**src/rtl/dma_cmd_pkg.sv**
```systemverilog
package dma_cmd_pkg;
  localparam int ADDR_W = 24;
  localparam int CNT_W  = 16;
  localparam int PORT_W = 16;
  localparam int MODE_W = 8;

  localparam logic [3:0] OP_SET_PORT = 4'h0;
  localparam logic [3:0] OP_SET_ADDR = 4'h2;
  localparam logic [3:0] OP_GET_ADDR = 4'h3;
  localparam logic [3:0] OP_SET_CNT  = 4'h4;
  localparam logic [3:0] OP_GET_CNT  = 4'h5;
  localparam logic [3:0] OP_SET_MODE = 4'h7;
  localparam logic [3:0] OP_MASK     = 4'h9;
  localparam logic [3:0] OP_UNMASK   = 4'hA;
  localparam logic [3:0] OP_IDLE     = 4'hF;

  localparam int MB_TO_IO = 0;
  localparam int MB_XFER  = 2;
  localparam int MB_READ  = 3;
  localparam int MB_WIDE  = 6;

  function automatic logic [1:0] op_len(logic [3:0] op);
    case (op)
      OP_SET_ADDR, OP_GET_ADDR:            return 2'd3;
      OP_SET_PORT, OP_SET_CNT, OP_GET_CNT: return 2'd2;
      OP_SET_MODE:                         return 2'd1;
      default:                             return 2'd0;
    endcase
  endfunction

  function automatic logic op_is_set(logic [3:0] op);
    return op == OP_SET_PORT || op == OP_SET_ADDR || op == OP_SET_CNT || op == OP_SET_MODE;
  endfunction

  function automatic logic op_is_get(logic [3:0] op);
    return op == OP_GET_ADDR || op == OP_GET_CNT;
  endfunction

  function automatic logic op_known(logic [3:0] op);
    return op_is_set(op) || op_is_get(op) || op == OP_MASK || op == OP_UNMASK;
  endfunction
endpackage

```
**src/rtl/dma_cmd_decode.sv**
```systemverilog
module dma_cmd_decode
  import dma_cmd_pkg::*;
(
  input  logic       clk_i,
  input  logic       rst_ni,
  input  logic       cmd_we_i,
  input  logic [7:0] cmd_data_i,
  input  logic       exe_we_i,
  input  logic       exe_re_i,
  output logic [3:0] op_o,
  output logic [3:0] chan_o,
  output logic [1:0] ptr_o,
  output logic       wr_en_o,
  output logic       rd_en_o,
  output logic       mask_set_o,
  output logic       mask_clr_o
);
  logic [3:0] op_q, chan_q;
  logic [1:0] ptr_q;
  logic       in_range;

  assign in_range   = ptr_q < op_len(op_q);
  assign wr_en_o    = exe_we_i && op_is_set(op_q) && in_range;
  assign rd_en_o    = exe_re_i && op_is_get(op_q) && in_range;
  // mask changes act on the channel named in the command byte itself
  assign mask_set_o = cmd_we_i && cmd_data_i[7:4] == OP_MASK;
  assign mask_clr_o = cmd_we_i && cmd_data_i[7:4] == OP_UNMASK;

  always_ff @(posedge clk_i or negedge rst_ni) begin
    if (!rst_ni) begin
      op_q   <= OP_IDLE;
      chan_q <= '0;
      ptr_q  <= '0;
    end else if (cmd_we_i) begin
      op_q   <= cmd_data_i[7:4];
      chan_q <= cmd_data_i[3:0];
      ptr_q  <= '0;
    end else if (wr_en_o || rd_en_o) begin
      ptr_q  <= ptr_q + 2'd1;
    end
  end

  assign op_o   = op_q;
  assign chan_o = chan_q;
  assign ptr_o  = ptr_q;
endmodule

```
**src/rtl/dma_chan_regs.sv**
```systemverilog
module dma_chan_regs
  import dma_cmd_pkg::*;
(
  input  logic              clk_i,
  input  logic              rst_ni,
  input  logic              wr_i,
  input  logic [3:0]        op_i,
  input  logic [1:0]        ptr_i,
  input  logic [7:0]        wdata_i,
  input  logic              mask_set_i,
  input  logic              mask_clr_i,
  output logic [ADDR_W-1:0] addr_o,
  output logic [CNT_W-1:0]  cnt_o,
  output logic [PORT_W-1:0] port_o,
  output logic [MODE_W-1:0] mode_o,
  output logic              masked_o
);
  always_ff @(posedge clk_i or negedge rst_ni) begin
    if (!rst_ni) begin
      addr_o   <= '0;
      cnt_o    <= '0;
      port_o   <= '0;
      mode_o   <= '0;
      masked_o <= 1'b1;
    end else begin
      if (mask_set_i)      masked_o <= 1'b1;
      else if (mask_clr_i) masked_o <= 1'b0;
      if (wr_i) begin
        case (op_i)
          OP_SET_PORT:
            if (ptr_i[0]) port_o[15:8] <= wdata_i;
            else          port_o[7:0]  <= wdata_i;
          OP_SET_CNT:
            if (ptr_i[0]) cnt_o[15:8] <= wdata_i;
            else          cnt_o[7:0]  <= wdata_i;
          OP_SET_ADDR:
            case (ptr_i)
              2'd0:    addr_o[7:0]   <= wdata_i;
              2'd1:    addr_o[15:8]  <= wdata_i;
              default: addr_o[23:16] <= wdata_i;
            endcase
          OP_SET_MODE: mode_o <= wdata_i;
          default: ;
        endcase
      end
    end
  end
endmodule

```
**src/rtl/dma_rd_mux.sv**
```systemverilog
module dma_rd_mux
  import dma_cmd_pkg::*;
(
  input  logic              rd_en_i,
  input  logic [3:0]        op_i,
  input  logic [1:0]        ptr_i,
  input  logic [ADDR_W-1:0] addr_i,
  input  logic [CNT_W-1:0]  cnt_i,
  output logic [7:0]        rdata_o
);
  always_comb begin
    rdata_o = 8'h00;
    if (rd_en_i) begin
      if (op_i == OP_GET_ADDR) begin
        case (ptr_i)
          2'd0:    rdata_o = addr_i[7:0];
          2'd1:    rdata_o = addr_i[15:8];
          default: rdata_o = addr_i[23:16];
        endcase
      end else begin
        rdata_o = ptr_i[0] ? cnt_i[15:8] : cnt_i[7:0];
      end
    end
  end
endmodule

```
**src/rtl/dma_cmd_regs.sv**
```systemverilog
module dma_cmd_regs
  import dma_cmd_pkg::*;
#(
  parameter int NCH = 16
) (
  input  logic                    clk_i,
  input  logic                    rst_ni,
  input  logic                    cmd_we_i,
  input  logic [7:0]              cmd_data_i,
  input  logic                    exe_we_i,
  input  logic                    exe_re_i,
  input  logic [7:0]              exe_wdata_i,
  output logic [7:0]              exe_rdata_o,
  output logic [NCH-1:0]          ch_en_o,
  output logic [NCH*ADDR_W-1:0]   ch_addr_o,
  output logic [NCH*CNT_W-1:0]    ch_cnt_o,
  output logic [NCH*PORT_W-1:0]   ch_port_o,
  output logic [NCH*MODE_W-1:0]   ch_mode_o,
  output logic [NCH-1:0]          ch_xfer_o,
  output logic [NCH-1:0]          ch_read_o,
  output logic [NCH-1:0]          ch_to_io_o,
  output logic [NCH-1:0]          ch_wide_o
);
  logic [3:0] op, chan;
  logic [1:0] ptr;
  logic       wr_en, rd_en, mask_set, mask_clr;

  logic [ADDR_W-1:0] addr_arr [NCH];
  logic [CNT_W-1:0]  cnt_arr  [NCH];
  logic [ADDR_W-1:0] sel_addr;
  logic [CNT_W-1:0]  sel_cnt;

  dma_cmd_decode u_dec (
    .clk_i, .rst_ni, .cmd_we_i, .cmd_data_i, .exe_we_i, .exe_re_i,
    .op_o(op), .chan_o(chan), .ptr_o(ptr), .wr_en_o(wr_en), .rd_en_o(rd_en),
    .mask_set_o(mask_set), .mask_clr_o(mask_clr)
  );

  for (genvar i = 0; i < NCH; i++) begin : g_ch
    logic [MODE_W-1:0] mode;
    logic              masked;
    logic              hit_exe, hit_cmd;

    assign hit_exe = chan == 4'(i);
    assign hit_cmd = cmd_data_i[3:0] == 4'(i);

    dma_chan_regs u_ch (
      .clk_i, .rst_ni,
      .wr_i       (wr_en && hit_exe),
      .op_i       (op),
      .ptr_i      (ptr),
      .wdata_i    (exe_wdata_i),
      .mask_set_i (mask_set && hit_cmd),
      .mask_clr_i (mask_clr && hit_cmd),
      .addr_o     (addr_arr[i]),
      .cnt_o      (cnt_arr[i]),
      .port_o     (ch_port_o[i*PORT_W +: PORT_W]),
      .mode_o     (mode),
      .masked_o   (masked)
    );

    assign ch_addr_o[i*ADDR_W +: ADDR_W] = addr_arr[i];
    assign ch_cnt_o[i*CNT_W +: CNT_W]    = cnt_arr[i];
    assign ch_mode_o[i*MODE_W +: MODE_W] = mode;
    assign ch_en_o[i]    = !masked;
    assign ch_xfer_o[i]  = mode[MB_XFER];
    assign ch_read_o[i]  = mode[MB_READ];
    assign ch_to_io_o[i] = mode[MB_TO_IO];
    assign ch_wide_o[i]  = mode[MB_WIDE];
  end

  always_comb begin
    sel_addr = '0;
    sel_cnt  = '0;
    for (int i = 0; i < NCH; i++) begin
      if (chan == 4'(i)) begin
        sel_addr = addr_arr[i];
        sel_cnt  = cnt_arr[i];
      end
    end
  end

  dma_rd_mux u_rd (
    .rd_en_i(rd_en), .op_i(op), .ptr_i(ptr),
    .addr_i(sel_addr), .cnt_i(sel_cnt), .rdata_o(exe_rdata_o)
  );
endmodule

```
**config.mk**
```make
export PLATFORM = sky130hd
export DESIGN_NAME = dma_cmd_regs
export DESIGN_NICKNAME = d
export VERILOG_FILES = /design/src/rtl/dma_cmd_pkg.sv /design/src/rtl/dma_cmd_decode.sv /design/src/rtl/dma_chan_regs.sv /design/src/rtl/dma_rd_mux.sv /design/src/rtl/dma_cmd_regs.sv
export SDC_FILE = /design/constraint.sdc
export NUM_CORES = 2
export LEC_CHECK = 0
export ABC_AREA = 1
export BUFFER_PORTS_ARGS = -buffer_cell sky130_fd_sc_hd__buf_2
export CORE_AREA = 5 5 435 437
export DETAILED_ROUTE_END_ITERATION = 7
export DIE_AREA = 0 0 440 442
export HOLD_SLACK_MARGIN = 0.15
export RECOVER_POWER = 50
export SLEW_MARGIN = 0
export SYNTH_ARGS = -nofsm -noshare
export SYNTH_HDL_FRONTEND = slang
export SYNTH_SLANG_ARGS = --single-unit
```
**constraint.sdc**
```tcl
create_clock -name clk_i -period 2.9 [get_ports clk_i]
set_clock_uncertainty 0.05 [all_clocks]
set_input_delay 0.435 -clock clk_i [delete_from_list [all_inputs] [get_ports clk_i]]
set_output_delay 0.435 -clock clk_i [all_outputs]
set_load 0.005 [all_outputs]
```
==> impl_metrics.py <==
metrics = {
    "status": {
        "status": "finished with violations",
        "violations": "setup timing",
    },
    "die": {
        "start_util_pct": 23.72,
        "dieArea_um2": 194500,
        "die_h_um": 442,
        "rows": 158,
        "fp.dieW_um": 440,
        "core-area_um2": 184600,
        "pin_count": 1133,
    },
    "timing": {
        "max-slew-margin-rel_pct": 7.808,
        "maxSlewViolCount": 0,
        "rsz0062_at_grt": "yes",
        "period_minus_slack_ns": 4.309,
        "fmax_ghz": 0.2321,
        "setup_viol": 202,
        "whs_ns": 0.3430,
        "fin_ws_ns": -1.409,
        "tightestPinTransition_ns": 1.383,
        "fin_crit_sh_pct": 148.6,
        "setup-tns-final_ns": -17.10,
        "hold_viol_final": 0,
    },
    "power_and_ir_drop": {
        "peakVddDrop_uv": 534.2,
        "p_leak_nw": 32.78,
        "total_power_mw": 34.72,
        "cellPowerDensity_nw_per_um2": 535.2,
    },
    "setup_path": {
        "cp_data_arrival_time_ns": 3.82,
        "start_kind": "register",
        "path_max_fanout": 5,
        "required_ns": 2.41,
        "cp_slowest_cell": "dfrtp_2",
        "crit_path_end_kind": "output port",
        "worst-path-buf-inv": 6,
        "max_stage_delay_ns": 0.42,
        "crit_chain": "inv_2 -> nand2_4 -> nor2_4 -> buf_12 -> buf_6 -> nand2_4 -> nand2_4 -> nor2_4 -> nand4_1 -> nor2_1 -> buf_4 -> nand4_1 -> a21boi_2 -> buf_6 -> nand4_1 -> nand2_1 -> nand3_1 -> nand2_1 -> nor2_1 -> buf_4",
        "critical_path.top_delay_family": "simple AND/OR/NAND/NOR gates",
        "worstSetupPathType": "reg -> out",
    },
    "grt": {
        "grt_antenna_before_repair": 4,
        "grt_use_total_pct": 26.59,
        "grt_overflow_total": 0,
        "grt_max_degree": 90,
        "first_global_vias": 42750,
        "grt_pass1_wl_mm": 362.5,
    },
    "detailed_routing": {
        "first_pass_iters": 7,
        "drt_iter0_markers": 4915,
        "wl_mm": 274.0,
        "antenna_left": 0,
        "via_count": 44960,
        "drt-vias-per-instance": 4.931,
        "drt-wirelength-per-cell_um": 30.05,
        "drc": 0,
    },
    "cells_and_area": {
        "fillers": 19060,
        "drive_gt1_share_pct": 37.04,
        "final_util_pct": 35.13,
        "area_growth_pct": 48.10,
        "fin_nets": 6561,
        "fin_area_um2": 64860,
        "stdcell_count": 9118,
    },
    "clock_network": {
        "path_clk_slew_ns": 0.07,
        "numCtsBuffers": 120,
        "cts_tree": "done",
        "cts_sinks": 1050,
        "cts_root_buf": "clkbuf_16",
        "htree_levels": 3,
        "clkLatencyLatePin_ns": 0.82,
        "cts_max_path_buffers": 3,
    },
    "place": {
        "hpwl_mm": 207.0,
        "gp_congestion": 1.019,
        "pre_cts_slack_ns": -1.041,
        "port_buffers": 1132,
        "placed_cells": 8765,
        "dpl_cell_area_um2": 56370,
    },
    "synthesis": {
        "postSynthAreaPerCell_um2": 8.711,
        "seq_area_frac_synth_pct": 60.05,
        "netlist_area_um2": 43800,
        "netlist_instances": 5028,
        "synth-seq-cells": 1050,
        "synth.distinct_cells": 31,
        "ys_warn_count": 0,
        "synth_nets": 5052,
    },
    "min_path": {
        "holdCritPathClass": "in -> reg",
    },
    "run": {
        "cap_violations": 0,
    },
}
[worst register-to-register path, cell delays in order (launching register included)]
cell	delay (ns)
dfstp_2	0.57
inv_2	0.06
nor2_4	0.10
inv_2	0.06
o21bai_4	0.13
a21oi_2	0.05
ha_1	0.29
a21oi_2	0.16
buf_4	0.13
o211ai_4	0.07
buf_12	0.16
buf_16	0.15
buf_12	0.16
nor2_4	0.13
buf_12	0.19
nand2_8	0.11
clkbuf_16	0.22
nand2_2	0.07
o21ai_0	0.07
[cell usage in the layout, fill, tap and decap left out, types with 7 or more instances in the layout]
master / count
clkinv_2: 14
dlygate4sd3_1: 25
buf_2: 1074
nand2_8: 53
nor2_4: 41
clkbuf_16: 140
a21oi_2: 8
dfrtp_1: 1028
a21oi_1: 65
buf_4: 342
clkbuf_1: 94
o21ai_0: 333
nand2_4: 95
o21ai_2: 71
nand2_1: 1422
inv_2: 9
inv_6: 15
inv_1: 144
nand3_1: 62
dfstp_2: 20
nand4_1: 113
or2_2: 52
clkbuf_8: 29
buf_6: 61
buf_8: 17
o21ai_1: 650
bufinv_16: 9
nor3_1: 18
buf_12: 129
nand2_2: 176
nor2_2: 25
clkinv_4: 7
nor2_1: 213
nand3_2: 12
clkbuf_2: 13
[report_power, final]
group	leakage [nW]	internal, mW	switching, mW
sequential	14.6	14.9	0.290
clock	2.03	9.25	6.84
combinational	16.2	1.06	2.34
[per-layer routing]
| layer | share of wire (%) | vias up | global-route usage [%] |
|---|---|---|---|
| li1 | - | 19460 | - |
| met3 | 9.2 | 614 | 6.711 |
| met5 | 0.0044 | - | 0 |
| met1 | 36 | 22330 | 31.51 |
| met2 | 46 | 2553 | 42.59 |
| met4 | 8.5 | 2 | 17.74 |
[worst paths after layout]
path	from	depth (start not counted)	endpoint	slack, ns
max in group asynchronous	rst_ni	4	u_dec.ptr_o[1]	0.04
min	exe_re_i	5	u_dec.ptr_o[1]	0.34
min in group asynchronous	rst_ni	3	g_ch[9].u_ch.mode_o[6]	1.20
min reg2reg	g_ch[6].u_ch.mode_o[5]	2	g_ch[6].u_ch.mode_o[5]	0.43
max reg2reg	u_dec.op_o[2]	18	g_ch[4].u_ch.port_o[5]	-0.10
max	u_dec.chan_o[0]	20	exe_rdata_o[4]	-1.41
[sequential cells by signal, summed over array words and instances (netlist names)]
signal,count
g_ch.u_ch.addr_o,384
g_ch.u_ch.cnt_o,256
g_ch.u_ch.port_o,256
g_ch.u_ch.mode_o,128
g_ch.u_ch.masked_o,16
u_dec.chan_o,4
u_dec.op_o,4
u_dec.ptr_o,2
[cells in the mapped netlist (all sizes together)]
cell    number  share of area [%]
a21oi       73               0.84
nor2       284                2.7
nand4      113                1.6
clkinv       4              0.034
dfrtp     1030                 59
clkbuf     254                2.2
nand2     1739                 15
ha           3              0.086
o21bai       2              0.034
o21ai     1054                 12
nor3        21               0.32
nor4         1              0.014
o211ai       1              0.049
or4          1              0.017
buf        133                1.8
nand3       76               0.87
or2         52               0.74
a21boi       4              0.069
inv        163                1.4
dfstp       20                1.2
[logic make-up after synthesis]
group	Yosys count	synth area share, %
AND/OR/NAND/NOR	2287	21.43
buffers and inverters	554	5.394
AO/OA/AOI/OAI	1134	13.04
flip-flops	1050	60.05
adder cells (fa/ha/maj)	3	0.08571
[timing repair]
action,4_1_cts,5_1_grt
hold buffers,26,0
gates resized for setup,360,575
pin swaps,56,81
setup endpoints to repair,300,952
hold endpoints to repair,566,0
buffers inserted,29,32
gates cloned,13,33
[area by class of cell]
| class | count | area (µm²) | area share (%) |
|---|---|---|---|
| Antenna cell | 4 | 10.01 | 0.01543 |
| Clock buffer | 171 | 3506 | 5.405 |
| Inverter | 167 | 675.6 | 1.042 |
| Tap cell | 2480 | 3103 | 4.784 |
| Sequential cell | 1050 | 26300 | 40.55 |
| Multi-Input combinational cell | 3432 | 17830 | 27.49 |
| Timing Repair Buffer | 1766 | 12770 | 19.70 |
| Clock inverter | 48 | 661.9 | 1.020 |
(Power assumes the default switching activity.)
